File: src/rtl/sync_serial_port.sv
module sync_serial_port #(
  parameter int DW   = 8,
  parameter int DIVW = 8
) (
  input  logic            clk,
  input  logic            rst_n,
  input  logic            ext_clk_sel,
  input  logic            tx_enable,
  input  logic [DIVW-1:0] div_n,
  input  logic            start,
  input  logic [DW-1:0]   tx_byte,
  output logic            ready,
  output logic            done,
  output logic [DW-1:0]   rx_byte,
  output logic            sclk_out,
  input  logic            sclk_in,
  output logic            txd,
  input  logic            rxd
);
  localparam int CW = (DW > 1) ? $clog2(DW) : 1;
  localparam logic [CW-1:0] LAST = CW'(DW - 1);

  typedef enum logic [1:0] {S_IDLE, S_SHIFT, S_TAIL} st_t;
  st_t st;

  logic            mode_q, txen_q, sclk_q;
  logic [DIVW-1:0] div_q, divc;
  logic [CW-1:0]   bitc;
  logic [DW-1:0]   tx_sh, rx_sh;
  logic [2:0]      sync;

  logic active, m_tick, s_rise, s_fall, rise_stb, fall_stb;

  assign active   = (st != S_IDLE);
  assign m_tick   = active && !mode_q && (divc == div_q);
  assign s_rise   = sync[1] && !sync[2];
  assign s_fall   = !sync[1] && sync[2];
  assign rise_stb = mode_q ? (active && s_rise) : (m_tick && !sclk_q);
  assign fall_stb = mode_q ? (active && s_fall) : (m_tick && sclk_q);

  assign ready    = !active;
  assign sclk_out = sclk_q;
  assign txd      = (active && txen_q) ? tx_sh[0] : 1'b1;

  always_ff @(posedge clk or negedge rst_n) begin
    if (!rst_n) sync <= '0;
    else        sync <= {sync[1:0], sclk_in};
  end

  always_ff @(posedge clk or negedge rst_n) begin
    if (!rst_n) begin
      st      <= S_IDLE;
      mode_q  <= 1'b0;
      txen_q  <= 1'b1;
      sclk_q  <= 1'b0;
      div_q   <= '0;
      divc    <= '0;
      bitc    <= '0;
      tx_sh   <= '1;
      rx_sh   <= '0;
      rx_byte <= '0;
      done    <= 1'b0;
    end else begin
      if (active && !mode_q) begin
        divc <= m_tick ? '0 : divc + 1'b1;
        if (m_tick) sclk_q <= !sclk_q;
      end
      case (st)
        S_IDLE: if (start) begin
          st     <= S_SHIFT;
          mode_q <= ext_clk_sel;
          txen_q <= tx_enable;
          div_q  <= div_n;
          divc   <= '0;
          sclk_q <= 1'b0;
          tx_sh  <= tx_byte;
          bitc   <= '0;
          done   <= 1'b0;
        end
        S_SHIFT: begin
          if (rise_stb) begin
            rx_sh <= {rxd, rx_sh[DW-1:1]};
            bitc  <= bitc + 1'b1;
            if (bitc == LAST) begin
              rx_byte <= {rxd, rx_sh[DW-1:1]};
              done    <= 1'b1;
              st      <= S_TAIL;
            end
          end
          if (fall_stb) tx_sh <= {1'b1, tx_sh[DW-1:1]};
        end
        S_TAIL: if (fall_stb) st <= S_IDLE;
        default: st <= S_IDLE;
      endcase
    end
  end

  p_idle_clk_low_r2: assert property (@(posedge clk) disable iff (!rst_n)
    ready |-> !sclk_out);

  p_tx_after_fall_r4: assert property (@(posedge clk) disable iff (!rst_n)
    (!ready && $past(!ready) && !mode_q && !$stable(txd)) |-> $fell(sclk_out));

  p_rx_on_done_r5: assert property (@(posedge clk) disable iff (!rst_n)
    !$stable(rx_byte) |-> $rose(done));

  p_slave_quiet_r6: assert property (@(posedge clk) disable iff (!rst_n)
    mode_q |-> !sclk_out);

  p_done_sticky_r9: assert property (@(posedge clk) disable iff (!rst_n)
    (done && !(start && ready)) |=> done);

  p_done_while_busy_r9: assert property (@(posedge clk) disable iff (!rst_n)
    $rose(done) |-> !ready);
endmodule

File: config.mk
export PLATFORM = sky130hd
export DESIGN_NAME = sync_serial_port
export DESIGN_NICKNAME = d
export VERILOG_FILES = /design/src/rtl/sync_serial_port.sv
export SDC_FILE = /design/constraint.sdc
export NUM_CORES = 1
export LEC_CHECK = 0
export ABC_AREA = 1
export BUFFER_PORTS_ARGS = -buffer_cell sky130_fd_sc_hd__buf_4
export CORE_MARGIN = 4
export CORE_UTILIZATION = 55
export DETAILED_ROUTE_END_ITERATION = 8
export GPL_TIMING_DRIVEN = 0
export PLACE_DENSITY = 0.77
export SYNTH_ARGS = -nofsm -noshare
export SYNTH_HDL_FRONTEND = slang
export SYNTH_SLANG_ARGS = --single-unit
File: constraint.sdc
create_clock -name clk -period 2.75 [get_ports clk]
set_input_delay 0.1375 -clock clk [delete_from_list [all_inputs] [get_ports clk]]
set_output_delay 0.1375 -clock clk [all_outputs]
set_load 0.02 [all_outputs]
==> results of run 1 <==
cells in the mapped netlist:
cell        n  area [sq um]
a211oi_1    1          7.51
a21oi_1     4          20.0
buf_2       3          15.0
buf_6       1          11.3
clkbuf_1    2          7.51
dfrtp_1    42          1050
dfstp_2     9           236
ha_1        5          62.6
inv_1      42           158
nand2_1    82           308
nand2_2     1          6.26
nand3_1    19          95.1
nand3_2     1          10.0
nand4_1     1          6.26
nor2_1     23          86.3
nor2_2      3          18.8
nor2_4      1          11.3
nor3_1      2          10.0
o2111ai_1   1          8.76
o21ai_0    46           230
o22ai_2     1          12.5
o31ai_1     1          7.51
xnor2_1     2          17.5
xor2_1      2          17.5
metal layers:
layer / vias to the layer above / track usage
met1: 910 / 0.274
met2: 60 / 0.293
met4: 0 / 0.0553
met5: - / 0
met3: 6 / 0.0446
li1: 1018 / -
metrics by stage:
stage	hold slack, ns	setup slack [ns]	area [sq um]	instances	power [uW]
after floorplan	-0.158	0.721	2410	295	1860
after global placement	0.199	0.354	2730	379	2100
after detailed placement	0.204	0.326	2730	379	2140
after CTS	0.0352	0.287	2860	389	2670
after global routing	0.0507	0.0681	2860	389	2890
final	0.0388	0.294	2860	389	2650
final cells by class:
type | instances | area (sq um) | area share
tap | 50 | 62.6 | 0.0218
clock buffer | 6 | 72.6 | 0.0253
clock inverter | 2 | 38.8 | 0.0135
timing repair buffer | 36 | 275 | 0.0961
sequential | 51 | 1290 | 0.450
buffer | 6 | 33.8 | 0.0118
multi-input combinational | 196 | 936 | 0.327
inverter | 42 | 158 | 0.0550
cells by family after synthesis:
group                    synth area share
AND/OR/NAND/NOR                     0.229
adder cells (fa/ha/maj)            0.0259
flip-flops                          0.533
XOR/XNOR                           0.0145
AO/OA/AOI/OAI                       0.119
buffers and inverters              0.0793
power breakdown:
group	switching, uW	leakage (uW)	internal (uW)	total [uW]
combinational	555	0.000730	351	906
clock	243	0.0000558	275	518
sequential	180	0.000629	1050	1230
worst register-to-register path: cells and delay by family (launching register included):
kind | cells | cell delay [ns]
buf+inv | 3 | 0.39
fa+ha+maj | 1 | 0.16
flops | 1 | 0.43
simple gates | 6 | 0.97
compound gates | 2 | 0.42
state kept, by name, indices dropped and copies added, names as in the netlist, 2 cells and up:
signal   count
bitc         3
div_q        8
divc         8
rx_byte      8
rx_sh        7
st           2
sync         3
tx_sh        8
worst paths after layout:
path | from | endpoint | slack (ns) | cells past startpoint
min in group asynchronous | rst_n | div_q[0]$_DFFE_PN0P_ | 0.38 | 2
worst min-delay path | div_n[1] | div_q[1]$_DFFE_PN0P_ | 0.04 | 3
worst max-delay path | st[1]$_DFFE_PN0P_ | bitc[0]$_DFFE_PN0P_ | 0.29 | 12
worst max register to register | st[1]$_DFFE_PN0P_ | bitc[0]$_DFFE_PN0P_ | 0.29 | 12
max in group asynchronous | rst_n | div_q[3]$_DFFE_PN0P_ | 1.93 | 2
worst min register to register | sync[0]$_DFF_PN0_ | sync[1]$_DFF_PN0_ | 0.36 | 0
==> flow_summary.ini, run 1 <==
[status]
status = completed

[critical_path]
start_kind = register
worstPathCellList = inv_1 > nand2_1 > nand2_1 > nor3_1 > nand3_1 > nor2_1 > ha_1 > inv_1 > o22ai_2 > nand2_2 > buf_2 > o21ai_0
cpPeakStageDelay_ns = 0.43
cpMaxStageDelayCell = dfrtp_1
worstPathMaxFanout = 10
end_kind = register
crit_type = reg2reg
cpLargestDelayFamily = simple AND/OR/NAND/NOR gates
arrival_ns = 2.67
cp_num_buf_inv = 3
worstPathRequired_ns = 2.96

[clocking]
clock_latency_ns = 0.30
clk_pin_slew_worst_paths_ns = 0.10
htree_levels = 2
cts_inserted_buffers = 5
hold_buffers = 2
cts-root-buf = clkbuf_8
cts_repair_resize_count = 0
cts.sinks = 51
cts_setup_buffers = 0
cts_buffer_depth = 2
cts_tree = yes

[job]
drv_cap = 0

[final_layout]
finish.utilization = 0.696
area_growth_pct = 18.6
drive_gt1_frac = 0.180
n_antenna_cell = 0
num-nets-final = 366
mostFrequentLayoutCells = nand2_1, o21ai_0, inv_1, dfrtp_1, buf_4
final_common_cell = nand2_1
num-fill-cells = 358

[yosys]
ys_seq_area_frac = 0.533
yosysUniqueCellTypes = 24
netlist_area_sq_um = 2410
ys_warn_count = 0
ys_seq_elements = 51
syn_avg_cell_area_sq_um = 8.19
synth_cells = 295
syn_nets = 323

[routing]
met1Wirelength_mm = 2.29
drtPass1Iterations = 4
totalWireLength_mm = 4.79
routed-wl-met3_um = 324
routed-wl-met2_mm = 2.10
initialDrtViolationCount = 128
vias = 1994
viasPerCell = 5.13
route.detailed.drc = 0
wl_per_cell_um = 12.3
ant_nets = 0
highest_layer = met4

[sta]
fmax_mhz = 407
min_period_over_period = 0.893
finalSetupTns_ns = 0
relSlewSlack = 0.581
maxSlewViolCount = 0
fin_crit_ns = 2.46
final-hold-violation-count = 0
rsz0062_at_grt = no
clock_skew_ns = 0.0106
worst_pin_slew_ns = 0.629
finalSetupViolCount = 0

[power]
leakage_uw = 0.00141
power_density_nw_per_um2 = 927
ir_drop_v = 0.000651

[grt]
antenna_found_initial = 0
grt-ovfl-total = 0
grt_max_degree = 52
grt_pass1_vias = 1810
grtUsageTotal = 0.191
grt_first_pass_wirelength_mm = 8.16

[die]
die_y_um = 74.3
dieArea_sq_um = 5510
rows = 23
top_level_ports = 35
die_w_um = 74.3
initial_core_util = 0.587
core_sq_um = 4120

[hold_path]
hold_class = in2reg

[place]
globalplace.congestion = 0.815
place.port_buffers = 34
dpl.hpwl_mm = 3.44
(Power assumes the default switching activity.)
==> run 2: changes to the inputs <==
- CORE_UTILIZATION: 55 -> 25
- PLACE_DENSITY: 0.77 -> unset
==> flow_summary.ini, run 2 (synthesis results as in run 1) <==
[final_layout]
num-fill-cells = 992
final_common_cell = nand2_1
num-nets-final = 366
fin_cells = 468
multiInputGateArea_sq_um = 936
mostFrequentLayoutCells = nand2_1, o21ai_0, inv_1
finish.utilization = 0.318
area_growth_pct = 22.7
drive_gt1_frac = 0.183
n_antenna_cell = 0
ff_latch_area_sq_um = 1290

[routing]
viasPerCell = 4.22
wl_per_cell_um = 11.2
vias = 1974
initialDrtViolationCount = 133
ant_nets = 0
drtPass1Iterations = 4
route.detailed.drc = 0
totalWireLength_mm = 5.23

[critical_path]
worstPathCellList = inv_1 > nand2_1 > nand2_1 > nor3_1 > nand3_1 > nor2_1 > ha_1 > inv_1 > o22ai_2 > nand3_2 > buf_6 > o21ai_0
start_kind = register
cpMaxStageDelayCell = dfrtp_1
end_kind = register
worstPathRequired_ns = 2.98
arrival_ns = 2.70
crit_type = reg2reg
cpPeakStageDelay_ns = 0.43
worstPathMaxFanout = 10

[die]
die_y_um = 106
initial_core_util = 0.259
dieArea_sq_um = 11300
die_w_um = 106
rows = 35
core_sq_um = 9330
top_level_ports = 35

[grt]
grt_first_pass_wirelength_mm = 8.83
grt_max_degree = 52
antenna_found_initial = 0
grt_pass1_vias = 1900
grt-ovfl-total = 0
grtUsageTotal = 0.0957

[power]
ir_drop_v = 0.000285
power_density_nw_per_um2 = 897
leakage_uw = 0.00141

[sta]
final-hold-violation-count = 0
clock_skew_ns = 0.00816
maxSlewViolCount = 0
finalSetupTns_ns = 0
min_period_over_period = 0.898
relSlewSlack = 0.570
hold-worst-slack_ns = 0.0294
fmax_mhz = 405
rsz0062_at_grt = yes
setup_slack_ns = 0.279
worst_pin_slew_ns = 0.645
finalSetupViolCount = 0
fin_crit_ns = 2.47

[clocking]
cts.sinks = 51
htree_levels = 2
cts_inserted_buffers = 5
cts_tree = yes
clk_pin_slew_worst_paths_ns = 0.10
cts_buffer_depth = 2
clock_latency_ns = 0.31
cts-root-buf = clkbuf_8

[place]
dpl.hpwl_mm = 3.81
place.port_buffers = 34
pre_cts_slack_ns = 0.259
place_inst = 458
globalplace.congestion = 0.825

[hold_path]
hold_class = in2reg

[job]
drv_cap = 0

[status]
status = completed
-- run 2: changes by cell type in the layout (fill, tap and decap cells not counted), sizes merged --
cell	before	now
clkbuf	8	7
clkinv	0	1
-- run 2: layer usage --
layer	share of wire	routed length (um)	up-vias	track usage
li1	-	-	1012	-
met1	0.50	2600	929	0.133
met2	0.46	2390	29	0.147
met3	0.040	207	4	0.0261
met4	0.0055	29	0	0.0250
met5	0	0	-	0
-- run 2: critical path, delay by kind of cell, from the launching register on --
kind | cells | cell delay [ns]
adders and majority gates | 1 | 0.18
buffers and inverters | 3 | 0.38
AOI/OAI and AO/OA | 2 | 0.39
and+or+nand+nor | 6 | 1.01
DFF | 1 | 0.43
-- run 2: cell type report --
type / instances / area share
flip-flops and latches: 51 / 0.435
multi-input cells: 196 / 0.316
repair buffers: 36 / 0.0929
well taps: 129 / 0.0545
inverters: 42 / 0.0532
clock buffers: 5 / 0.0232
clock inverters: 3 / 0.0144
plain buffers: 6 / 0.0114
-- run 2: what timing repair did --
action | CTS | global route
gates resized for setup | 0 | 1
hold buffers | 2 | 0
setup endpoints to repair | 0 | 4
endpoints found under the hold margin | 43 | 0
buffers inserted | 0 | 0
-- run 2: metrics by stage --
step / total power, uW / instance area (sq um)
finish: 2660 / 2960
global route: 2900 / 2960
CTS: 2690 / 2960
detailed placement: 2150 / 2830
global placement: 2110 / 2830
floorplan: 1860 / 2410
-- run 2: final timing paths --
| kind | from | end | slack, ns | depth (start not counted) |
|---|---|---|---|---|
| setup reg to reg | st[1]$_DFFE_PN0P_ | rx_byte[4]$_DFFE_PN0P_ | 0.28 | 12 |
| max in group asynchronous | rst_n | st[0]$_DFFE_PN0P_ | 1.89 | 2 |
| hold reg to reg | sync[0]$_DFF_PN0_ | sync[1]$_DFF_PN0_ | 0.36 | 0 |
| hold / removal | div_n[0] | div_q[0]$_DFFE_PN0P_ | 0.03 | 3 |
| setup / recovery | st[1]$_DFFE_PN0P_ | rx_byte[4]$_DFFE_PN0P_ | 0.28 | 12 |
| min in group asynchronous | rst_n | rx_byte[3]$_DFFE_PN0P_ | 0.38 | 2 |
-- run 2: power breakdown --
| part | total (uW) | switching, uW | internal, uW |
|---|---|---|---|
| combinational | 900 | 548 | 352 |
| clock | 526 | 255 | 272 |
| sequential | 1230 | 183 | 1050 |
| total | 2660 | 986 | 1670 |
==> run 3: changes to the inputs <==
- ABC_AREA: 1 -> unset
- RECOVER_POWER: unset -> 100
==> flow_summary.ini, run 3 <==
[clocking]
cts.sinks = 51
clock_latency_ns = 0.30
clk_pin_slew_worst_paths_ns = 0.09
htree_levels = 2
cts_repair_resize_count = 0
cts_tree = yes
cts_buffer_depth = 2
cts_inserted_buffers = 5
cts-root-buf = clkbuf_8

[routing]
initialDrtViolationCount = 33
drtPass1Iterations = 4
viasPerCell = 4.37
met1Wirelength_mm = 2.21
vias = 1594
wl_per_cell_um = 12.1
routed-wl-met2_mm = 1.99
ant_nets = 0
route.detailed.drc = 0
totalWireLength_mm = 4.43
highest_layer = met4
routed-wl-met3_um = 168

[place]
place.port_buffers = 34
place_inst = 352
globalplace.congestion = 0.738
dpl.hpwl_mm = 3.21

[job]
drv_cap = 0

[sta]
finalSetupTns_ns = 0
maxSlewViolCount = 0
worst_pin_slew_ns = 1.21
fin_crit_ns = 2.46
relSlewSlack = 0.194
rsz0062_at_grt = no
min_period_over_period = 0.894
clock_skew_ns = 0.0101
final-hold-violation-count = 0
finalSetupViolCount = 0
fmax_mhz = 407

[die]
dieArea_sq_um = 10900
die_y_um = 105
die_w_um = 105
initial_core_util = 0.262
rows = 34
top_level_ports = 35
core_sq_um = 8890

[critical_path]
worstPathMaxFanout = 10
arrival_ns = 2.65
end_kind = register
cpMaxStageDelayCell = dfrtp_1
worstPathCellList = xnor2_1 > nand4_1 > nor4_4 > buf_4 > ha_1 > nand2b_1 > a21oi_1 > buf_6 > mux2_2
rr_endpoint = rx_sh[5]$_DFFE_PN0P_
cp_num_buf_inv = 2
start_kind = register
cpLargestDelayFamily = simple AND/OR/NAND/NOR gates
reg2reg_setup_slack_ns = 0.29
worstPathRequired_ns = 2.95
reg2reg_depth = 9
cpPeakStageDelay_ns = 0.47
crit_type = reg2reg
crit-reg2reg-launch = divc[0]$_DFF_PN0_

[grt]
grt-ovfl-total = 0
grtUsageTotal = 0.0868
grt_first_pass_wirelength_mm = 7.79
antenna_found_initial = 0
grt_pass1_vias = 1647
grt_max_degree = 52

[power]
pwr-share-seq = 0.515
p_total_uw = 2280
leakage_uw = 0.00128
clockPowerShare = 0.225
power_density_nw_per_um2 = 809
ir_drop_v = 0.000294
power_frac_comb = 0.260
switching_share = 0.314
internal_power_uw = 1560
switching_power_uw = 714

[final_layout]
area_growth_pct = 20.5
fin_cells = 365
num-nets-final = 284
finish.utilization = 0.316
final_common_cell = nand2_1
mostFrequentLayoutCells = nand2_1, dfrtp_1, buf_4
n_antenna_cell = 0
drive_gt1_frac = 0.237
num-fill-cells = 911

[yosys]
syn_avg_cell_area_sq_um = 11.1
synth_cells = 210
synth_top_area_frac = 0.450
synth_edf_count = 0
synth_ff_type = dfrtp_1
netlist_area_sq_um = 2330
ys_warn_count = 0
synth.area.top_cells = dfrtp_1, dfstp_2, nand2_1
yosys.area.top_type = dfrtp_1
synthTopCellsByCount = nand2_1, dfrtp_1, mux2_1, nor2_1, dfstp_2
yosysMostFrequentCell = nand2_1
ys_async_sr_fraction = 1.00
ys_seq_elements = 51
syn_nets = 238
yosysUniqueCellTypes = 39
ys_seq_area_frac = 0.552

[hold_path]
worstHoldPathCells = 3
hold_class = in2reg
holdPathEnd = txen_q$_DFFE_PN1P_
hp-start = tx_enable

[status]
status = completed
[run 3: cell count changes after synthesis, sizes merged, moves of 3 or more]
cell    previous run  this run
nor2              27        11
buf                4         7
a31oi              0         7
nand3             20         5
nand2b             0         3
nor3               2         6
inv               42         2
xnor2              2         8
o21ai             46         5
mux2               0        15
xor2               2         5
nand4              1         4
nand2             83        55
[run 3: power groups by stage]
stage	sequential, uW	clock (uW)	combinational, uW
after floorplan	1150	0	458
after global placement	1180	0	597
after detailed placement	1190	0	608
after CTS	1170	536	615
after global routing	1210	564	671
final	1170	513	591
[run 3: final cells by class]
cell class / instances / area, sq um / area share
inverter: 2 / 7.51 / 0.00267
buffer: 7 / 51.3 / 0.0182
tap: 108 / 135 / 0.0480
clock buffer: 6 / 72.6 / 0.0258
multi-input combinational: 150 / 975 / 0.347
clock inverter: 2 / 37.5 / 0.0133
sequential: 51 / 1290 / 0.458
timing repair buffer: 39 / 246 / 0.0876
[run 3: metrics by stage]
step,instance area (sq um),hold slack (ns),worst slack [ns]
finish,2810,0.0215,0.292
global route,2810,0.0161,0.123
CTS,2850,0.0102,0.196
detailed placement,2720,0.201,0.211
global placement,2720,0.207,0.244
floorplan,2330,-0.158,0.571
[run 3: worst min-delay path, delay by kind of cell]
| family | cells | cell delay [ns] |
|---|---|---|
| buf+inv | 1 | 0.11 |
| simple gates | 2 | 0.09 |
[run 3: layer usage]
metal | vias up | global-route usage
li1 | 807 | -
met1 | 753 | 0.121
met2 | 28 | 0.131
met3 | 6 | 0.0216
met4 | 0 | 0.0319
met5 | - | 0
[run 3: cells by family after synthesis]
| logic type | after synthesis | synth area share |
|---|---|---|
| flops | 51 | 0.552 |
| mux | 17 | 0.0810 |
| buf+inv | 9 | 0.0257 |
| compound gates | 22 | 0.0815 |
| fa+ha+maj | 5 | 0.0268 |
| xor+xnor | 13 | 0.0488 |
| simple gates | 93 | 0.184 |
[run 3: how the worst max path moves through the flow]
stage | endpoint | startpoint | depth (start not counted) | slack, ns
2_1_floorplan | rx_byte[0]$_DFFE_PN0P_ | mode_q$_DFFE_PN0P_ | 7 | 0.57
3_3_place_gp | rx_byte[6]$_DFFE_PN0P_ | divc[2]$_DFF_PN0_ | 8 | 0.24
3_5_place_dp | rx_byte[5]$_DFFE_PN0P_ | mode_q$_DFFE_PN0P_ | 7 | 0.21
4_1_cts | rx_byte[5]$_DFFE_PN0P_ | mode_q$_DFFE_PN0P_ | 7 | 0.20
5_1_grt | rx_sh[6]$_DFFE_PN0P_ | divc[0]$_DFF_PN0_ | 9 | 0.12
6_report | rx_sh[5]$_DFFE_PN0P_ | divc[0]$_DFF_PN0_ | 9 | 0.29
[run 3: repair_timing]
action,in CTS,in global routing
buffers inserted,0,3
hold buffers,2,0
setup endpoints to repair,0,7
hold endpoints to repair,43,0
